File: config.mk
export PLATFORM = sky130hd
export DESIGN_NAME = lwt_gen
export DESIGN_NICKNAME = d
export VERILOG_FILES = /design/src/rtl/lwt_pkg.sv /design/src/rtl/lwt_sync.sv /design/src/rtl/lwt_seq.sv /design/src/rtl/lwt_gen.sv
export SDC_FILE = /design/constraint.sdc
export NUM_CORES = 1
export LEC_CHECK = 0
export ABC_AREA = 1
export BUFFER_PORTS_ARGS = -buffer_cell sky130_fd_sc_hd__buf_2
export CORE_MARGIN = 3
export CORE_UTILIZATION = 54
export DETAILED_ROUTE_END_ITERATION = 8
export PLACE_DENSITY_LB_ADDON = 0.3
export SYNTH_ARGS = -nofsm -noshare
export SYNTH_HDL_FRONTEND = slang
export SYNTH_SLANG_ARGS = --single-unit
File: constraint.sdc
create_clock -name clk -period 2 [get_ports clk]
set_input_delay 0.1 -clock clk [delete_from_list [all_inputs] [get_ports clk]]
set_output_delay 0.1 -clock clk [all_outputs]
set_load 0.1 [all_outputs]
File: src/rtl/lwt_pkg.sv
package lwt_pkg;

    typedef enum logic {
        MODE_XFER = 1'b0,
        MODE_TEST = 1'b1
    } lwt_mode_e;

endpackage

File: src/rtl/lwt_sync.sv
module lwt_sync #(
    parameter int STAGES  = 2,
    parameter bit RST_VAL = 1'b0
) (
    input  logic clk,
    input  logic rst_n,
    input  logic d,
    output logic q
);

    logic [STAGES-1:0] sh_q;

    always_ff @(posedge clk or negedge rst_n) begin
        if (!rst_n) begin
            sh_q <= {STAGES{RST_VAL}};
        end else begin
            sh_q <= {sh_q[STAGES-2:0], d};
        end
    end

    assign q = sh_q[STAGES-1];

endmodule

File: src/rtl/lwt_seq.sv
module lwt_seq
    import lwt_pkg::*;
#(
    parameter int W  = 32,
    parameter int IW = $clog2(W + 1)
) (
    input  logic         clk,
    input  logic         rst_n,
    input  logic         req,
    input  logic         fwd_en,
    input  logic         pause,
    output logic [W-1:0] data,
    output logic         ctrl_n,
    output logic         valid,
    output logic         down_n,
    output logic         active,
    output logic         clr
);

    localparam logic [IW-1:0] LAST_IDX = IW'(W);

    typedef struct packed {
        lwt_mode_e      mode;
        logic [IW-1:0]  idx;
        logic [W-1:0]   data;
        logic           ctrl_n;
        logic           valid;
        logic           down_n;
        logic           clr;
    } seq_st_t;

    seq_st_t cur_q;
    seq_st_t nxt_d;
    logic    stall;
    logic    at_last;

    // word for a sequence index: index 0 is the zero word, index k sets bit k-1
    function automatic logic [W-1:0] walk_word(input logic [IW-1:0] i);
        logic [W-1:0] w;
        w = '0;
        for (int b = 0; b < W; b++) begin
            if (i == IW'(b + 1)) begin
                w[b] = 1'b1;
            end
        end
        return w;
    endfunction

    always_comb begin
        nxt_d       = cur_q;
        nxt_d.valid = 1'b0;
        nxt_d.clr   = 1'b0;
        stall       = (cur_q.mode == MODE_TEST) && fwd_en && pause;
        at_last     = (cur_q.idx == LAST_IDX);

        unique case (cur_q.mode)
            MODE_XFER: begin
                if (req) begin
                    nxt_d.mode  = MODE_TEST;
                    nxt_d.idx   = '0;
                    nxt_d.valid = 1'b1;
                    nxt_d.clr   = 1'b1;
                end
            end
            MODE_TEST: begin
                if (!stall) begin
                    if (!at_last) begin
                        nxt_d.idx   = cur_q.idx + 1'b1;
                        nxt_d.valid = 1'b1;
                    end else if (req) begin
                        nxt_d.idx   = '0;
                        nxt_d.valid = 1'b1;
                    end else begin
                        nxt_d.mode = MODE_XFER;
                        nxt_d.idx  = '0;
                        nxt_d.clr  = 1'b1;
                    end
                end
            end
            default: begin
                nxt_d.mode = MODE_XFER;
            end
        endcase

        if (nxt_d.mode == MODE_TEST) begin
            nxt_d.data   = walk_word(nxt_d.idx);
            nxt_d.ctrl_n = (nxt_d.idx != '0);
            nxt_d.down_n = 1'b0;
        end else begin
            nxt_d.data   = '0;
            nxt_d.ctrl_n = 1'b1;
            nxt_d.down_n = 1'b1;
        end
    end

    always_ff @(posedge clk or negedge rst_n) begin
        if (!rst_n) begin
            cur_q.mode   <= MODE_XFER;
            cur_q.idx    <= '0;
            cur_q.data   <= '0;
            cur_q.ctrl_n <= 1'b1;
            cur_q.valid  <= 1'b0;
            cur_q.down_n <= 1'b1;
            cur_q.clr    <= 1'b0;
        end else begin
            cur_q <= nxt_d;
        end
    end

    assign data   = cur_q.data;
    assign ctrl_n = cur_q.ctrl_n;
    assign valid  = cur_q.valid;
    assign down_n = cur_q.down_n;
    assign active = (cur_q.mode == MODE_TEST);
    assign clr    = cur_q.clr;

endmodule

File: src/rtl/lwt_gen.sv
module lwt_gen #(
    parameter int W           = 32,
    parameter int SYNC_STAGES = 2
) (
    input  logic         clk,
    input  logic         rst_n,
    input  logic         test_req_n,
    input  logic         fwd_en_n,
    input  logic         pause_n,
    output logic [W-1:0] link_data,
    output logic         link_ctrl_n,
    output logic         data_valid,
    output logic         link_down_n,
    output logic         test_active,
    output logic         clr_pulse
);

    localparam int IW = $clog2(W + 1);

    logic req_s;

    lwt_sync #(
        .STAGES  (SYNC_STAGES),
        .RST_VAL (1'b0)
    ) u_req_sync (
        .clk   (clk),
        .rst_n (rst_n),
        .d     (~test_req_n),
        .q     (req_s)
    );

    lwt_seq #(
        .W  (W),
        .IW (IW)
    ) u_seq (
        .clk    (clk),
        .rst_n  (rst_n),
        .req    (req_s),
        .fwd_en (~fwd_en_n),
        .pause  (~pause_n),
        .data   (link_data),
        .ctrl_n (link_ctrl_n),
        .valid  (data_valid),
        .down_n (link_down_n),
        .active (test_active),
        .clr    (clr_pulse)
    );

endmodule

==> results_dict.tcl, run 1 <==
set metrics [dict create \
    synthCells 228 \
    numPortBuffers 41 \
    status "finished, final reports clean" \
    rsz0062_at_grt "false" \
    synth_edf_count 0 \
    worstPathMaxFanout 5 \
    antenna_left 0 \
    grt_pass1_wl_um 5690 \
    cp.buffers_inverters 1 \
    core_area_um2 3720 \
    hpwlAfterDp_um 2530 \
    grt-ovfl-total 0 \
    power_per_cell_area_nw_per_um2 1730 \
    drc_errors 0 \
    cp_slowest_cell "dfrtp_1" \
    synth_flop_cell "dfrtp_1" \
    multiInputGateArea_um2 622 \
    slew_violations 0 \
    cts_resized 0 \
    cp.arrival_ns 1.97 \
    num_antenna_cells 0 \
    root_buffer "clkbuf_8" \
    drt_iter0_drc 80 \
    synth_nets 235 \
    numCtsBuffers 5 \
    drt-vias-per-instance 4.83 \
    cts_sinks 45 \
    synth-seq-cells 45 \
    cp_top_family "simple AND/OR/NAND/NOR gates" \
    setup_viol 0 \
    nFillCells 315 \
    ir_drop_uv 762 \
    ios 42 \
    pre_cts_ws_ns 0.303 \
    netlist_area_um2 2110 \
    areaGrowthSynthToFinish_pct 6.88 \
    crit_top_cell "nand2_1" \
    antenna_found_initial 0 \
    grt_pass1_vias 1201 \
    htreeDepth 2 \
    yosys.cell_types.count 23 \
    path_cells "inv_1 -> ha_1 -> nand2_1 -> nor2_1 -> nand2_1 -> nand2_1 -> nand2_1 -> a21oi_2 -> nand3_1 -> nor2_1" \
    fp.dieW_um 68.5 \
    avgSynthCellArea_um2 9.26 \
    path_class "reg2reg" \
    synthArstFlopShare 1.00 \
    grtUsageTotal 0.169 \
    wirelength_um 3610 \
    grt_max_degree 25 \
    cp-end-kind "flop" \
    register_area_um2 1130 \
    max-cap-violations 0 \
    tritoncts "done" \
    fp.dieH_um 68.5 \
    fin_crit_sh 0.877 \
    start_kind "flop" \
    period_needed_ns 1.75 \
    hold_start "pause_n" \
    yosys_warnings 0 \
    nets 250 \
    routed-via-count 1409 \
    cp.required_ns 2.22 \
    fin_ws_ns 0.246 \
    cp_slowest_stage_delay_ns 0.39 \
    place.gp.congestion 0.866 \
    clock_path_buffers 2 \
    yosysSeqAreaShare 0.535 \
    leakagePower_nw 1.26 \
    fin_skew_ns 0.00724 \
    worst_skew_pair.late_latency_ns 0.30 \
    path_clk_slew_ns 0.08 \
    max-slew-margin-rel 0.670 \
    startpoint "u_seq.cur_q[36]$_DFF_PN0_" \
    dieArea_um2 4690 \
    rows 22 \
    firstDrtPassIters 4 \
    max_clock_freq_mhz 570 \
    r2r_start "u_seq.cur_q[36]$_DFF_PN0_" \
    tns_ns 0 \
    hold_path_class "in2reg" \
    hold_viol 0 \
    tightest_slew_ns 0.495 \
    initial_core_util 0.568 \
    drive_gt1_frac 0.295 \
    wl_per_cell_um 12.4 \
]
cell families after synthesis:
logic type      synth area share
buf+inv                    0.171
flops                      0.535
fa+ha+maj                 0.0119
compound gates            0.0160
simple gates               0.267
where the power goes:
| part | switching [mW] | internal [mW] | leakage [nW] |
|---|---|---|---|
| clock | 0.309 | 0.406 | 0.0574 |
| sequential | 0.119 | 1.08 | 0.595 |
| combinational | 1.62 | 0.364 | 0.611 |
cells in the final DEF, fill, tap and decap left out, types with 2 or more instances in the layout:
master / instances
nor2_1: 43
dfrtp_1: 42
buf_2: 41
nand2_1: 34
nand3_1: 26
inv_1: 17
clkbuf_8: 6
nand2_2: 5
inv_2: 3
nor2_2: 3
nand3_2: 2
nand4_1: 2
o21ai_0: 2
ha_1: 2
dlygate4sd3_1: 2
dfstp_2: 2
state kept, by name, summed over array words and instances (netlist names):
signal,cells
u_seq.down_n,1
u_req_sync.sh_q,2
u_seq.cur_q,6
u_seq.data,32
u_seq.ctrl_n,1
u_seq.clr,1
u_seq.valid,1
u_seq.active,1
repair_timing:
action | 4_1_cts | 5_1_grt
buffers inserted | 0 | 0
hold buffers | 2 | 0
endpoints found under the hold margin | 20 | 0
worst min-delay path, cell delays in order:
cell and delay (ns):
buf_2 0.09, o21ai_2 0.08, o22ai_1 0.14
path summary, 6_finish.rpt:
kind                                                     end  slack [ns]  depth (start not counted)
min in group asynchronous           u_seq.data[17]$_DFF_PN0_        0.30                          2
worst min register to register  u_req_sync.sh_q[1]$_DFF_PN0_        0.35                          0
worst min-delay path                     u_seq.clr$_DFF_PN0_        0.16                          3
worst max-delay path                 u_seq.data[7]$_DFF_PN0_        0.25                         10
worst max register to register       u_seq.data[7]$_DFF_PN0_        0.25                         10
max in group asynchronous           u_seq.data[22]$_DFF_PN0_        1.20                          3
synth_stat cells (2+ instances only):
| library cell | n | area (um^2) |
|---|---|---|
| buf_4 | 33 | 248 |
| buf_6 | 3 | 33.8 |
| dfrtp_1 | 43 | 1080 |
| dfstp_2 | 2 | 52.6 |
| ha_1 | 2 | 25.0 |
| inv_1 | 17 | 63.8 |
| inv_2 | 3 | 11.3 |
| nand2_1 | 34 | 128 |
| nand2_2 | 5 | 31.3 |
| nand3_1 | 26 | 130 |
| nand3_2 | 2 | 20.0 |
| nand4_1 | 2 | 12.5 |
| nor2_1 | 43 | 161 |
| nor2_2 | 3 | 18.8 |
| o21ai_0 | 2 | 10.0 |
routing by layer:
metal / track usage / up-vias / wire length [um]
li1: - / 705 / -
met1: 0.230 / 656 / 1580
met2: 0.262 / 42 / 1780
met3: 0.0389 / 6 / 198
met4: 0.0645 / 0 / 51
met5: 0 / - / 0
area by class of cell:
class                   count  share of cell area
inverters                  21              0.0349
clock inverters             2              0.0166
well taps                  48              0.0266
flip-flops and latches     45               0.501
repair buffers             44               0.109
clock buffers               6              0.0366
multi-input cells         126               0.276
stage by stage:
stage	instance area [um^2]	hold slack, ns	std cells	power, mW	util
final	2260	0.163	292	3.89	0.607
after global routing	2260	0.179	292	4.12	0.607
after CTS	2260	0.155	292	3.90	0.607
after detailed placement	2120	0.0930	282	3.19	0.569
after global placement	2120	0.0856	282	3.17	0.569
after floorplan	2110	-0.196	228	3.02	-
No activity file was read; power rests on OpenSTA's default activity.
==> run 2: changes to the inputs <==
--- a/config.mk
+++ b/config.mk
@@ -5,10 +5,9 @@
 export SDC_FILE = /design/constraint.sdc
 export NUM_CORES = 1
 export LEC_CHECK = 0
-export ABC_AREA = 1
 export BUFFER_PORTS_ARGS = -buffer_cell sky130_fd_sc_hd__buf_2
 export CORE_MARGIN = 3
-export CORE_UTILIZATION = 54
+export CORE_UTILIZATION = 53
 export DETAILED_ROUTE_END_ITERATION = 8
 export PLACE_DENSITY_LB_ADDON = 0.3
 export SYNTH_ARGS = -nofsm -noshare
==> run 2 against run 1 <==
  * Worst setup slack worse by 0.19 ns
  * Critical path depth shrank 2
  * Sequential share of layout area down 0.30 points
  * Maximum frequency down 9.9%
  * Via count decreased by 6.1%
  * Largest cell class unchanged
  * Count of clock-buffer cells in the layout is 1 lower
  * Clock skew up 0.0040 ns
  * Non-clock buffer count increased by 10
  * Synthesized area shrank 5.2%
  * Die area down 3.1%
==> results_dict.tcl, run 2 <==
set metrics [dict create \
    synthAdderAreaFrac 0.0125 \
    worst_skew_pair.late_latency_ns 0.30 \
    nFillCells 278 \
    synth-seq-cells 45 \
    synth_nets 189 \
    synthArstFlopShare 1.00 \
    synthCells 182 \
    synth_most_common_cell "dfrtp_1" \
    dp_cells 237 \
    tritoncts "done" \
    fp.dieW_um 67.5 \
    instances_no_fill 251 \
    fp.dieH_um 67.5 \
    reg_top3 "u_seq.data x32, u_seq.cur_q x6, u_req_sync.sh_q x2" \
    drc_errors 0 \
    use_met3 0.0566 \
    numPortBuffers 41 \
    initial_core_util 0.573 \
    synth_area_leaders "dfrtp_1, buf_4, nor3_1" \
    dieArea_um2 4550 \
    grtUsageTotal 0.185 \
    setup_viol 0 \
    core_area_um2 3490 \
    netlist_area_um2 2000 \
    cp-end-kind "flop" \
    hpwlAfterDp_um 2630 \
    layout.cells.most_common_list "buf_2, dfrtp_1, nor3_1, nand2_1, buf_4" \
    placed_cell_area_um2 2040 \
    drt_iter0_drc 105 \
    yosys_warnings 0 \
    synth_xor_xnor_area_share 0.0131 \
    synth_top_family_by_area "simple AND/OR/NAND/NOR gates" \
    cp.arrival_ns 2.15 \
    fin_hold_ws_ns 0.294 \
    grt_pass1_vias 1287 \
    grt.met1_usage 0.242 \
    tightest_slew_ns 0.918 \
    path_clk_slew_ns 0.08 \
    yosysSeqAreaShare 0.564 \
    finish.instance_area_um2 2280 \
    period_needed_ns 1.95 \
    busiest_layer "met2" \
    ios 42 \
    register_area_um2 1130 \
    wl_per_cell_um 15.3 \
    grt_pass1_wl_um 6120 \
    synth_top_cell_area_share 0.538 \
    multiInputGateArea_um2 642 \
    grt_max_degree 46 \
    muxShareOfSynthArea 0.00500 \
    worstPathMaxFanout 6 \
    max_clock_freq_mhz 513 \
    grt-ovfl-total 0 \
    drive_gt1_frac 0.420 \
    cp.required_ns 2.20 \
    hold_viol 0 \
    areaGrowthSynthToFinish_pct 13.7 \
    routed-via-count 1323 \
    antenna_left 0 \
    nets 211 \
    status "finished, final reports clean" \
    largest_reg_flops 32 \
    slew_violations 0 \
    synth_top_cell_by_area "dfrtp_1" \
    start_kind "flop" \
    avgSynthCellArea_um2 11.0 \
    synth_flop_cell "dfrtp_1" \
    wirelength_um 3850 \
    fin_crit_sh 0.974 \
    place.gp.congestion 0.866 \
    met2_usage 0.287 \
    top_register "u_seq.data" \
    num_antenna_cells 0 \
    rows 21 \
    pre_cts_ws_ns -0.00961 \
    drt-vias-per-instance 5.27 \
    max-cap-violations 0 \
    htreeDepth 2 \
    path_class "reg2reg" \
    antenna_found_initial 0 \
    max-slew-margin-rel 0.388 \
    root_buffer "clkbuf_8" \
    yosys.cell_types.count 39 \
    yosys.area_share.simple 0.166 \
    cts_sinks 45 \
    synth_compound_area_frac 0.0806 \
    fin_ws_ns 0.0523 \
    synth_edf_count 0 \
    hold_path_class "in2reg" \
    firstDrtPassIters 4 \
    fin_skew_ns 0.0112 \
    clock_path_buffers 2 \
    synth_common_cells "dfrtp_1, buf_4, nor3_1" \
    numCtsBuffers 5 \
]
-- run 2: layout make-up --
class | count | share of cell area
Tap cell | 46 | 0.0253
Inverter | 9 | 0.0148
Clock buffer | 5 | 0.0302
Clock inverter | 3 | 0.00934
Multi-Input combinational cell | 89 | 0.282
Sequential cell | 45 | 0.498
Timing Repair Buffer | 54 | 0.141
-- run 2: worst paths after layout --
path	from	end	slack, ns	cells past startpoint
setup reg to reg	u_seq.cur_q[37]$_DFF_PN0_	u_seq.data[23]$_DFF_PN0_	0.05	8
setup / recovery	u_seq.cur_q[37]$_DFF_PN0_	u_seq.data[23]$_DFF_PN0_	0.05	8
hold reg to reg	u_req_sync.sh_q[0]$_DFF_PN0_	u_req_sync.sh_q[1]$_DFF_PN0_	0.36	0
hold / removal	fwd_en_n	u_seq.valid$_DFF_PN0_	0.29	3
min in group asynchronous	rst_n	u_req_sync.sh_q[1]$_DFF_PN0_	0.47	2
max in group asynchronous	rst_n	u_seq.active$_DFF_PN0_	0.84	2
-- run 2: critical path, cell delays in order (launching register included) --
cell and delay, ns:
dfrtp_2 0.45, inv_2 0.08, ha_4 0.13, nand4bb_4 0.17, o2111ai_4 0.26, o311ai_4 0.16, or2_4 0.27, buf_4 0.15
nor3_1 0.20
-- run 2: cells by family (layout without fill, tap and decap cells) --
group           after synthesis  after routing
buf+inv                      48             71
mux                           1              1
xor+xnor                      3              3
fa+ha+maj                     2              2
flops                        45             45
simple gates                 63             63
compound gates               20             20
-- run 2: stage by stage --
step | TNS, ns | util
floorplan | 0 | -
global placement | 0 | 0.583
detailed placement | -0.00961 | 0.583
CTS | 0 | 0.626
global route | -0.189 | 0.652
finish | 0 | 0.652
-- run 2: layer usage --
metal / vias up / wire length, um / share of wire
li1: 627 / - / -
met1: 659 / 1690 / 0.44
met2: 33 / 1910 / 0.50
met3: 4 / 207 / 0.054
met4: 0 / 40 / 0.010
met5: - / 0 / 0
-- run 2: repair_timing --
item / in CTS / in global routing
buffers inserted: 1 / 3
gates cloned: 0 / 0
hold buffers: 2 / 0
gates resized for setup: 7 / 17
endpoints found under the setup margin: 7 / 28
pin swaps: 1 / 7
hold endpoints to repair: 44 / 0
Power of run 2 is left out: the tool's default activity adds up to more than one toggle a clock period on the data nets, which glitch-free logic cannot reach.
